**config.mk**
```make
export PLATFORM = sky130hd
export DESIGN_NAME = ioreg_space
export DESIGN_NICKNAME = d
export VERILOG_FILES = /design/src/rtl/ioreg_pkg.sv /design/src/rtl/ioreg_decode.sv /design/src/rtl/ioreg_store.sv /design/src/rtl/ioreg_flags.sv /design/src/rtl/ioreg_space.sv
export SDC_FILE = /design/constraint.sdc
export NUM_CORES = 1
export LEC_CHECK = 0
export BUFFER_PORTS_ARGS = -buffer_cell sky130_fd_sc_hd__buf_2
export CORE_MARGIN = 4
export CORE_UTILIZATION = 50
export DETAILED_ROUTE_END_ITERATION = 16
export PLACE_DENSITY = 0.69
export SYNTH_ARGS = -nofsm -noshare
export SYNTH_HDL_FRONTEND = slang
export SYNTH_HIERARCHICAL = 1
export SYNTH_SLANG_ARGS = --single-unit
export TNS_END_PERCENT = 30
```
**constraint.sdc**
```tcl
create_clock -name clk -period 7.3 [get_ports clk]
set_input_delay 1.095 -clock clk [delete_from_list [all_inputs] [get_ports clk]]
set_output_delay 1.095 -clock clk [all_outputs]
set_load 0.02 [all_outputs]
```
**src/rtl/ioreg_pkg.sv**
```systemverilog
package ioreg_pkg;
   typedef enum logic [2:0] {
      OP_RD   = 3'd0,
      OP_WR   = 3'd1,
      OP_SETB = 3'd2,
      OP_CLRB = 3'd3,
      OP_TSTB = 3'd4
   } io_op_e;

   localparam int VIEW_OFFSET = 32;
   localparam int BITOP_LIMIT = 32;
   localparam int PORT_LIMIT  = 64;
   localparam int EXT_FLOOR   = 96;

   function automatic logic is_bitop(input logic [2:0] op);
      return (op == OP_SETB) || (op == OP_CLRB) || (op == OP_TSTB);
   endfunction
endpackage

```
**src/rtl/ioreg_decode.sv**
```systemverilog
module ioreg_decode
   import ioreg_pkg::*;
#(
   parameter int ADDR_W   = 8,
   parameter int NUM_GP   = 3,
   parameter int GP_BASE  = 16,
   parameter int STAT_ADR = 19,
   parameter int NUM_EXT  = 2,
   parameter int EXT_BASE = 160,
   localparam int NUM_TGT = NUM_GP + 1 + NUM_EXT
) (
   input  logic              path_sel,
   input  logic [ADDR_W-1:0] addr,
   output logic [NUM_TGT-1:0] hit,
   output logic              bit_ok
);
   logic              view_ok;
   logic [ADDR_W-1:0] daddr;

   always_comb begin
      if (path_sel) begin
         view_ok = addr >= ADDR_W'(VIEW_OFFSET);
         daddr   = addr;
      end else begin
         view_ok = addr < ADDR_W'(PORT_LIMIT);
         daddr   = addr + ADDR_W'(VIEW_OFFSET);
      end
   end

   assign bit_ok = !path_sel && (addr < ADDR_W'(BITOP_LIMIT));

   for (genvar i = 0; i < NUM_GP; i++) begin : g_gp_hit
      assign hit[i] = view_ok && (daddr == ADDR_W'(GP_BASE + VIEW_OFFSET + i));
   end

   assign hit[NUM_GP] = view_ok && (daddr == ADDR_W'(STAT_ADR + VIEW_OFFSET));

   for (genvar j = 0; j < NUM_EXT; j++) begin : g_ext_hit
      assign hit[NUM_GP+1+j] = view_ok && (daddr == ADDR_W'(EXT_BASE + j));
   end
endmodule

```
**src/rtl/ioreg_store.sv**
```systemverilog
module ioreg_store
   import ioreg_pkg::*;
#(
   parameter int DATA_W = 8,
   localparam int IDX_W = $clog2(DATA_W)
) (
   input  logic              clk,
   input  logic              rst_n,
   input  logic              go,
   input  logic [2:0]        op,
   input  logic [DATA_W-1:0] wdata,
   input  logic [IDX_W-1:0]  bit_idx,
   output logic [DATA_W-1:0] q
);
   logic [DATA_W-1:0] onehot;
   assign onehot = DATA_W'(1) << bit_idx;

   always_ff @(posedge clk) begin
      if (!rst_n) begin
         q <= '0;
      end else if (go) begin
         case (op)
            OP_WR:   q <= wdata;
            OP_SETB: q <= q | onehot;
            OP_CLRB: q <= q & ~onehot;
            default: q <= q;
         endcase
      end
   end
endmodule

```
**src/rtl/ioreg_flags.sv**
```systemverilog
module ioreg_flags
   import ioreg_pkg::*;
#(
   parameter int                  DATA_W    = 8,
   parameter logic [DATA_W-1:0]   FLAG_MASK = 8'h0F,
   localparam int IDX_W = $clog2(DATA_W)
) (
   input  logic              clk,
   input  logic              rst_n,
   input  logic              go,
   input  logic [2:0]        op,
   input  logic [DATA_W-1:0] wdata,
   input  logic [IDX_W-1:0]  bit_idx,
   input  logic [DATA_W-1:0] evt_in,
   output logic [DATA_W-1:0] q
);
   logic [DATA_W-1:0] clr_mask;

   always_comb begin
      clr_mask = '0;
      if (go) begin
         case (op)
            OP_WR:   clr_mask = wdata;
            OP_SETB: clr_mask = DATA_W'(1) << bit_idx;
            default: clr_mask = '0;
         endcase
      end
   end

   always_ff @(posedge clk) begin
      if (!rst_n) q <= '0;
      else        q <= ((q & ~clr_mask) | evt_in) & FLAG_MASK;
   end
endmodule

```
**src/rtl/ioreg_space.sv**
```systemverilog
module ioreg_space
   import ioreg_pkg::*;
#(
   parameter int                DATA_W    = 8,
   parameter int                ADDR_W    = 8,
   parameter int                NUM_GP    = 3,
   parameter int                GP_BASE   = 16,
   parameter int                STAT_ADR  = 19,
   parameter logic [DATA_W-1:0] FLAG_MASK = 8'h0F,
   parameter int                NUM_EXT   = 2,
   parameter int                EXT_BASE  = 160,
   localparam int IDX_W   = $clog2(DATA_W),
   localparam int NUM_TGT = NUM_GP + 1 + NUM_EXT
) (
   input  logic              clk,
   input  logic              rst_n,
   input  logic              req,
   input  logic              path_sel,
   input  logic [ADDR_W-1:0] addr,
   input  logic [2:0]        op,
   input  logic [DATA_W-1:0] wdata,
   input  logic [IDX_W-1:0]  bit_idx,
   input  logic [DATA_W-1:0] evt_in,
   output logic [DATA_W-1:0] rdata,
   output logic              test_bit,
   output logic              err
);
   if (ADDR_W != 8) begin : g_chk_aw
      $error("ioreg_space: address width must be 8");
   end
   if (GP_BASE + NUM_GP > BITOP_LIMIT) begin : g_chk_gp
      $error("ioreg_space: storage registers must lie in the bit-operable region");
   end
   if (STAT_ADR >= BITOP_LIMIT) begin : g_chk_st
      $error("ioreg_space: status register must lie in the bit-operable region");
   end
   if (STAT_ADR >= GP_BASE && STAT_ADR < GP_BASE + NUM_GP) begin : g_chk_ov
      $error("ioreg_space: status register overlaps storage registers");
   end
   if (EXT_BASE < EXT_FLOOR || EXT_BASE + NUM_EXT > (1 << ADDR_W)) begin : g_chk_ext
      $error("ioreg_space: extended registers outside extended region");
   end

   logic [NUM_TGT-1:0] hit;
   logic               bit_ok;
   logic               bitop;
   logic               go;
   logic               reject;
   logic [DATA_W-1:0]  q   [NUM_TGT];
   logic [DATA_W-1:0]  cur;

   ioreg_decode #(
      .ADDR_W(ADDR_W), .NUM_GP(NUM_GP), .GP_BASE(GP_BASE),
      .STAT_ADR(STAT_ADR), .NUM_EXT(NUM_EXT), .EXT_BASE(EXT_BASE)
   ) u_dec (
      .path_sel(path_sel), .addr(addr), .hit(hit), .bit_ok(bit_ok)
   );

   assign bitop  = is_bitop(op);
   assign reject = req && bitop && !bit_ok;
   assign go     = req && !reject;

   for (genvar i = 0; i < NUM_TGT; i++) begin : g_reg
      if (i == NUM_GP) begin : g_flags
         ioreg_flags #(.DATA_W(DATA_W), .FLAG_MASK(FLAG_MASK)) u_flags (
            .clk(clk), .rst_n(rst_n), .go(go && hit[i]), .op(op),
            .wdata(wdata), .bit_idx(bit_idx), .evt_in(evt_in), .q(q[i])
         );
      end else begin : g_store
         ioreg_store #(.DATA_W(DATA_W)) u_store (
            .clk(clk), .rst_n(rst_n), .go(go && hit[i]), .op(op),
            .wdata(wdata), .bit_idx(bit_idx), .q(q[i])
         );
      end
   end

   always_comb begin
      cur = '0;
      for (int k = 0; k < NUM_TGT; k++) begin
         if (hit[k]) cur = cur | q[k];
      end
   end

   always_ff @(posedge clk) begin
      if (!rst_n) begin
         rdata    <= '0;
         test_bit <= 1'b0;
         err      <= 1'b0;
      end else begin
         rdata    <= (go && op == OP_RD) ? cur : '0;
         test_bit <= go && (op == OP_TSTB) && cur[bit_idx];
         err      <= reject;
      end
   end

   logic [NUM_GP*DATA_W-1:0] gp_flat;
   for (genvar g = 0; g < NUM_GP; g++) begin : g_flat
      assign gp_flat[g*DATA_W +: DATA_W] = q[g];
   end
   logic [DATA_W-1:0] flags_view;
   assign flags_view = q[NUM_GP];
endmodule

```
==> summary.txt, run 1 <==
Die width = 100 um
Final Max Tran Viols = 0
Residual DRC = 0
Die Height = 100 um
Setup Skew = 4.60 ps
Placed wire-length estimate = 8120 um
Hold Vio Cnt, Final = 0
CTS Buffer Depth = 2
Buffers on Ports = 39
Min-Delay Path Class = register to register
Endpoints failing setup = 0
Final nets = 546
Drt via density = 6.89
Fin crit share = 53.3%
Initial Util = 51.4%
Largest net degree at the start of global routing = 75
GRT Util Overall = 26.0%
Post-synth EDFFs = 0
Antenna Cells = 0
Clk sink count = 54
Final Util = 53.4%
WS Path Type = input port to register
Num ports = 44
Clock slew at reported path FFs = 110 ps
Setup repair bufs after CTS = 0
Final Non-Filler Cells = 616
CP required = 7520 ps
Seq/Total Area, Yosys = 25.4%
CTS tree = done
F_max = 0.257 GHz
Fraction of layout cells with a size suffix above 1 = 22.7%
Iter 0 DRT Violations = 525
Maxcap violations = 0
Initial antenna violation count = 0
Outcome = finished clean
Unrepaired setup endpoints after global routing = no
Clk_lat worst skew = 320 ps
Post-DRT Antenna Nets = 0
Leak = 1.41 nW
Synthesized area per cell = 8.36 sq um
Via Count = 4245
Total gr overflow = 0
Core area = 8260 sq um
Async set or reset register ratio after synthesis = 0%
Startpoint Class = input port
Met3 Use GR = 4.24%
Netlist Area Pre-Place = 4250 sq um
M2 GR Usage = 39.3%
FF+latch count, synth = 54
Critical path arrival = 4110 ps
Drt total wl = 12900 um
Worst-path fanout max = 11
TNS Setup = 0 ps
WL/cell = 20.9 um
Root Buffer = clkbuf_8
Busiest metal layer after global routing = met2
Placed cells = 608
Maximum VDD drop = 0.0000797 V
Post-CTS Resized = 0
First-pass GRT wire length = 21000 um
Area Overhead vs Synth = 3.80%
Final min period = 3890 ps
Area of the multi-input gates = 2820 sq um
Rel. slew slack = 32.5%
Syn. warnings = 6
Unique cell type count in the Yosys netlist = 55
Post-synth top area share = 25.4%
Pwr per Cell Area = 138 nW/um^2
Cells after Synth = 508
Site Rows = 33
Worst-Margin Slew = 1010 ps
First-pass iteration count of the detailed router = 5
Vias in the first global route = 3894
Crit. End Element = register
Placer congestion estimate = 0.952
H-Tree Depth = 2
Area of the die = 10000 sq um
Most frequently used flop master after synthesis = dfxtp_1
Fillers = 797
Reg area = 1080 sq um
Synth area leaders = dfxtp_1 (25%), o221a_2 (9.3%), nand2b_1 (7.5%)
GR Util met1 = 37.7%
CTS Hold Bufs = 0
Area leader, netlist = dfxtp_1
CTS buffer count = 5
cells in the final DEF (no fill, tap or decap), drive strengths merged, types with 3 or more instances in the layout:
| cell type | n |
|---|---|
| buf | 48 |
| dfxtp | 54 |
| nand2 | 9 |
| and2b | 5 |
| or3b | 16 |
| a31oi | 28 |
| conb | 4 |
| a21oi | 16 |
| or2 | 5 |
| nor3b | 3 |
| nand3 | 48 |
| a41oi | 5 |
| o221a | 40 |
| and2 | 7 |
| nor2b | 23 |
| nor2 | 14 |
| o21ai | 8 |
| nand2b | 51 |
| nand4 | 4 |
| clkbuf | 6 |
| a211oi | 40 |
| inv | 4 |
| nand3b | 15 |
| a21o | 4 |
| nor4 | 3 |
| nor3 | 4 |
| a22oi | 24 |
| or3 | 5 |
worst max-delay path, cell delays in order:
cell	delay, ps
buf_2	120
inv_1	50
ha_1	270
or4b_1	440
a211o_1	330
nor2_1	670
and2_1	240
nor2b_1	460
nand3_1	130
o221a_2	300
kinds of logic after synthesis:
kind of cell,after synthesis,share of synthesized area (%)
DFF,54,25.4
adders and majority gates,2,0.589
and+or+nand+nor,219,32.2
buffers and inverters,59,8.34
AOI/OAI and AO/OA,173,33.3
other,1,0.0883
per-stage QoR:
| stage | setup WS (ps) | hold WS [ps] | power [mW] | instance area [sq um] |
|---|---|---|---|---|
| 4_1_cts | 3450 | 540 | 0.605 | 4410 |
| 2_1_floorplan | 3840 | 491 | 0.382 | 4260 |
| 3_5_place_dp | 3090 | 512 | 0.419 | 4310 |
| 5_1_grt | 3130 | 551 | 0.627 | 4410 |
| 6_report | 3410 | 543 | 0.609 | 4410 |
| 3_3_place_gp | 3130 | 508 | 0.417 | 4310 |
cell type report:
type	instances	share of cell area, %
clock buffers	6	1.87
clock inverters	2	0.369
well taps	105	2.98
flip-flops and latches	54	24.5
inverters	3	0.255
multi-input cells	398	64.0
repair buffers	48	5.96
report_power, final:
group	switching [mW]	internal [mW]
clock network	0.115	0.0786
registers	0.00288	0.297
logic	0.0774	0.0373
worst paths after layout:
kind,slack [ps],endpoint,cells after the start,startpoint
min,540,g_reg[5].g_store.u_store/q[6],1,g_reg[5].g_store.u_store/q[6]
max reg2reg,6020,test_bit,4,g_reg[0].g_store.u_store/q[1]
max,3410,g_reg[1].g_store.u_store/q[5],10,addr[6]
min reg2reg,540,g_reg[5].g_store.u_store/q[6],1,g_reg[5].g_store.u_store/q[6]
layer usage:
layer	part of all wire, %	wire length (um)
met2	45	5840
met5	0	0
met1	43	5510
met3	9.6	1240
met4	2.3	299
registers in the layout (all words and copies together), names as in the netlist:
| register | count |
|---|---|
| g.g_store.u_store/q | 40 |
| rdata | 8 |
| test_bit | 1 |
| g.g_flags.u_flags/q | 4 |
| err | 1 |
synthesized netlist by cell type, types with 6 or more instances:
| cell | count |
|---|---|
| nor2_1 | 14 |
| a31oi_1 | 28 |
| dfxtp_1 | 54 |
| a211oi_1 | 35 |
| o221a_2 | 35 |
| a21oi_1 | 15 |
| nand3b_1 | 15 |
| buf_1 | 10 |
| o21ai_0 | 6 |
| buf_2 | 12 |
| or3b_1 | 11 |
| nand2b_1 | 51 |
| nand3_1 | 48 |
| buf_6 | 9 |
| and2_1 | 7 |
| a22oi_1 | 23 |
| nand2_1 | 9 |
| clkbuf_1 | 10 |
| nor2b_1 | 23 |
Power figures use the tool's default switching activity.
==> run 2: changes to the inputs <==
--- a/config.mk
+++ b/config.mk
@@ -5,6 +5,7 @@
 export SDC_FILE = /design/constraint.sdc
 export NUM_CORES = 1
 export LEC_CHECK = 0
+export ABC_AREA = 1
 export BUFFER_PORTS_ARGS = -buffer_cell sky130_fd_sc_hd__buf_2
 export CORE_MARGIN = 4
 export CORE_UTILIZATION = 50
==> constraint.sdc (replaced) <==
create_clock -name clk -period 3.9 [get_ports clk]
set_input_delay 0.585 -clock clk [delete_from_list [all_inputs] [get_ports clk]]
set_output_delay 0.585 -clock clk [all_outputs]
set_load 0.02 [all_outputs]
==> summary.txt, run 2 <==
Crit. End Element = register
Initial antenna violation count = 0 (unchanged)
H-Tree Depth = 2 (unchanged)
Setup repair bufs after CTS = 0 (unchanged)
Buffers on Ports = 39 (unchanged)
TNS Setup = 0 ps (unchanged)
Final nets = 849 (+55%)
First-pass GRT wire length = 21200 um (+0.85%)
Root Buffer = clkbuf_8
Core area = 8720 sq um (+5.6%)
FF+latch count, synth = 54 (unchanged)
Drt total wl = 13300 um (+3.1%)
CTS buffer count = 5 (unchanged)
Clock slew at reported path FFs = 110 ps (about the same)
Placed wire-length estimate = 9110 um (+12%)
WS Path Type = input port to register
Synthesized area per cell = 5.67 sq um (-32%)
Outcome = finished clean
Largest regs = g.g_store.u_store/q: 40 flops, rdata: 8 flops, g.g_flags.u_flags/q: 4 flops
Critical path arrival = 2900 ps (-1210 ps)
Fin crit share = 68.3%
Residual DRC = 0 (unchanged)
Area of the die = 10600 sq um (+5.4%)
GRT Util Overall = 25.6% (-0.38 points)
Setup Skew = 7.17 ps (+2.57 ps)
Commonest cells after routing, fill and taps aside = nand2_1 (240), inv_1 (123), nand3_1 (104), a21oi_1 (79), nor2_1 (59)
WL/cell = 14.4 um (-31%)
Die Height = 103 um (+2.7%)
Seq/Total Area, Yosys = 24.0% (-1.4 points)
Die width = 103 um (+2.7%)
Final Max Tran Viols = 0 (unchanged)
Final Util = 54.3% (+0.87 points)
Post-synth EDFFs = 0 (unchanged)
Async set or reset register ratio after synthesis = 0% (unchanged)
Rel. slew slack = 36.3% (+3.8 points)
Top cells by count, synth = nand2_1 (240), inv_1 (123), nand3_1 (104)
CP required = 4130 ps (-3390 ps)
Antenna Cells = 0 (unchanged)
Max FFs per register = 40 (unchanged)
Worst-Margin Slew = 956 ps (-56.7 ps)
Cell with the most instances after synthesis = nand2_1
Min-Delay Path Class = register to register
Leak = 2.58 nW (+82%)
Largest net degree at the start of global routing = 54 (-28%)
Startpoint Class = input port
Most frequently used flop master after synthesis = dfxtp_1
Clk sink count = 54 (unchanged)
Area Overhead vs Synth = 5.20%
Via Count = 4992 (+18%)
Fraction of layout cells with a size suffix above 1 = 14.1% (-8.6 points)
CTS tree = done
Iter 0 DRT Violations = 334 (-36%)
Syn. warnings = 6 (unchanged)
Largest register by flop count = g.g_store.u_store/q
Post-synth top area share = 24.0% (-1.4 points)
Pwr per Cell Area = 244 nW/um^2 (+77%)
Site Rows = 34 (+3.0%)
Final min period = 2660 ps
Endpoints failing setup = 0 (unchanged)
Num ports = 44 (unchanged)
F_max = 0.375 GHz
Maximum VDD drop = 0.000148 V (+86%)
Synth area leaders = dfxtp_1 (24%), nand2_1 (20%), nand3_1 (12%)
CTS Hold Bufs = 0 (unchanged)
Maxcap violations = 0 (unchanged)
Commonest non-fill, non-tap cell in the layout = nand2_1
Cells after Synth = 793 (+56%)
Total Power = 1.15 mW (+90%)
Hold Vio Cnt, Final = 0 (unchanged)
Unique cell type count in the Yosys netlist = 21 (-62%)
Unrepaired setup endpoints after global routing = no
Initial Util = 51.6% (+0.14 points)
CTS Buffer Depth = 2 (unchanged)
Worst-path fanout max = 16 (+5)
Post-CTS Resized = 0 (unchanged)
Area leader, netlist = dfxtp_1
Vias in the first global route = 4480 (+15%)
Placer congestion estimate = 0.871 (-8.5%)
Clk_lat worst skew = 320 ps (about the same)
Post-DRT Antenna Nets = 0 (unchanged)
Total gr overflow = 0 (unchanged)
First-pass iteration count of the detailed router = 5 (unchanged)
Drt via density = 5.41 (-21%)
Netlist Area Pre-Place = 4500 sq um (+5.9%)
## run 2: changes by cell type after synthesis, sizes merged, moves of 21 or more
| cell | before | now |
|---|---|---|
| a211oi | 40 | 0 |
| a21oi | 16 | 79 |
| a22oi | 24 | 0 |
| a31oi | 28 | 0 |
| inv | 3 | 138 |
| nand2 | 9 | 271 |
| nand2b | 51 | 0 |
| nand3 | 48 | 106 |
| nand4 | 4 | 25 |
| nor2 | 14 | 71 |
| nor2b | 23 | 0 |
| o221a | 40 | 0 |
## run 2: path summary, 6_finish.rpt
| kind | from | end | slack [ps] | cells past startpoint |
|---|---|---|---|---|
| setup / recovery | addr[6] | g_reg[2].g_store.u_store/q[2] | 1240 | 18 |
| hold / removal | g_reg[3].g_flags.u_flags/q[3] | g_reg[3].g_flags.u_flags/q[3] | 470 | 2 |
| setup reg to reg | g_reg[1].g_store.u_store/q[2] | test_bit | 2500 | 8 |
| hold reg to reg | g_reg[3].g_flags.u_flags/q[3] | g_reg[3].g_flags.u_flags/q[3] | 470 | 2 |
## run 2: critical path, cell delays in order
cell	delay [ps]
buf_2	110
inv_2	40
ha_1	260
nand3_1	70
nand2_1	90
inv_1	50
nor2_2	100
nand3_2	100
nor2_1	610
inv_1	90
nor2_1	120
inv_1	40
nor2_1	150
nand2_4	160
nor2_1	140
nand3_1	90
nand2_1	60
inv_1	30
## run 2: where the power goes
group	internal, mW	total [mW]	switching (mW)
Clock	0.192	0.401	0.210
Sequential	0.555	0.557	0.00174
Combinational	0.0488	0.195	0.147
Total	0.795	1.15	0.358
## run 2: logic make-up after synthesis
logic type,Yosys count,share of synthesized area (%)
adder cells (fa/ha/maj),2,0.556
other,1,0.0834
AND/OR/NAND/NOR,482,48.8
flip-flops,54,24.0
buffers and inverters,173,17.4
AO/OA/AOI/OAI,81,9.10
## run 2: final cells by class
cell class	count	area (sq um)
Multi-Input combinational cell	569	2640
Fill cell	886	3990
Sequential cell	54	1080
Tap cell	108	135
Clock buffer	5	68.8
Clock inverter	3	45.0
Timing Repair Buffer	45	240
Inverter	138	518
## run 2: routing by layer
layer	routed length (um)	global-route usage [%]	up-vias
li1	-	-	2506
met1	5600	33.0	2269
met5	0	0	-
met4	356	8.07	0
met2	6290	44.6	193
met3	1030	2.98	24
## run 2: through the flow
step	instance area [sq um]	instances	hold WS [ps]	worst slack, ps
floorplan	4510	796	439	1600
global placement	4620	914	457	1030
detailed placement	4620	914	460	954
CTS	4730	922	476	1290
global route	4730	922	493	997
finish	4730	922	469	1240
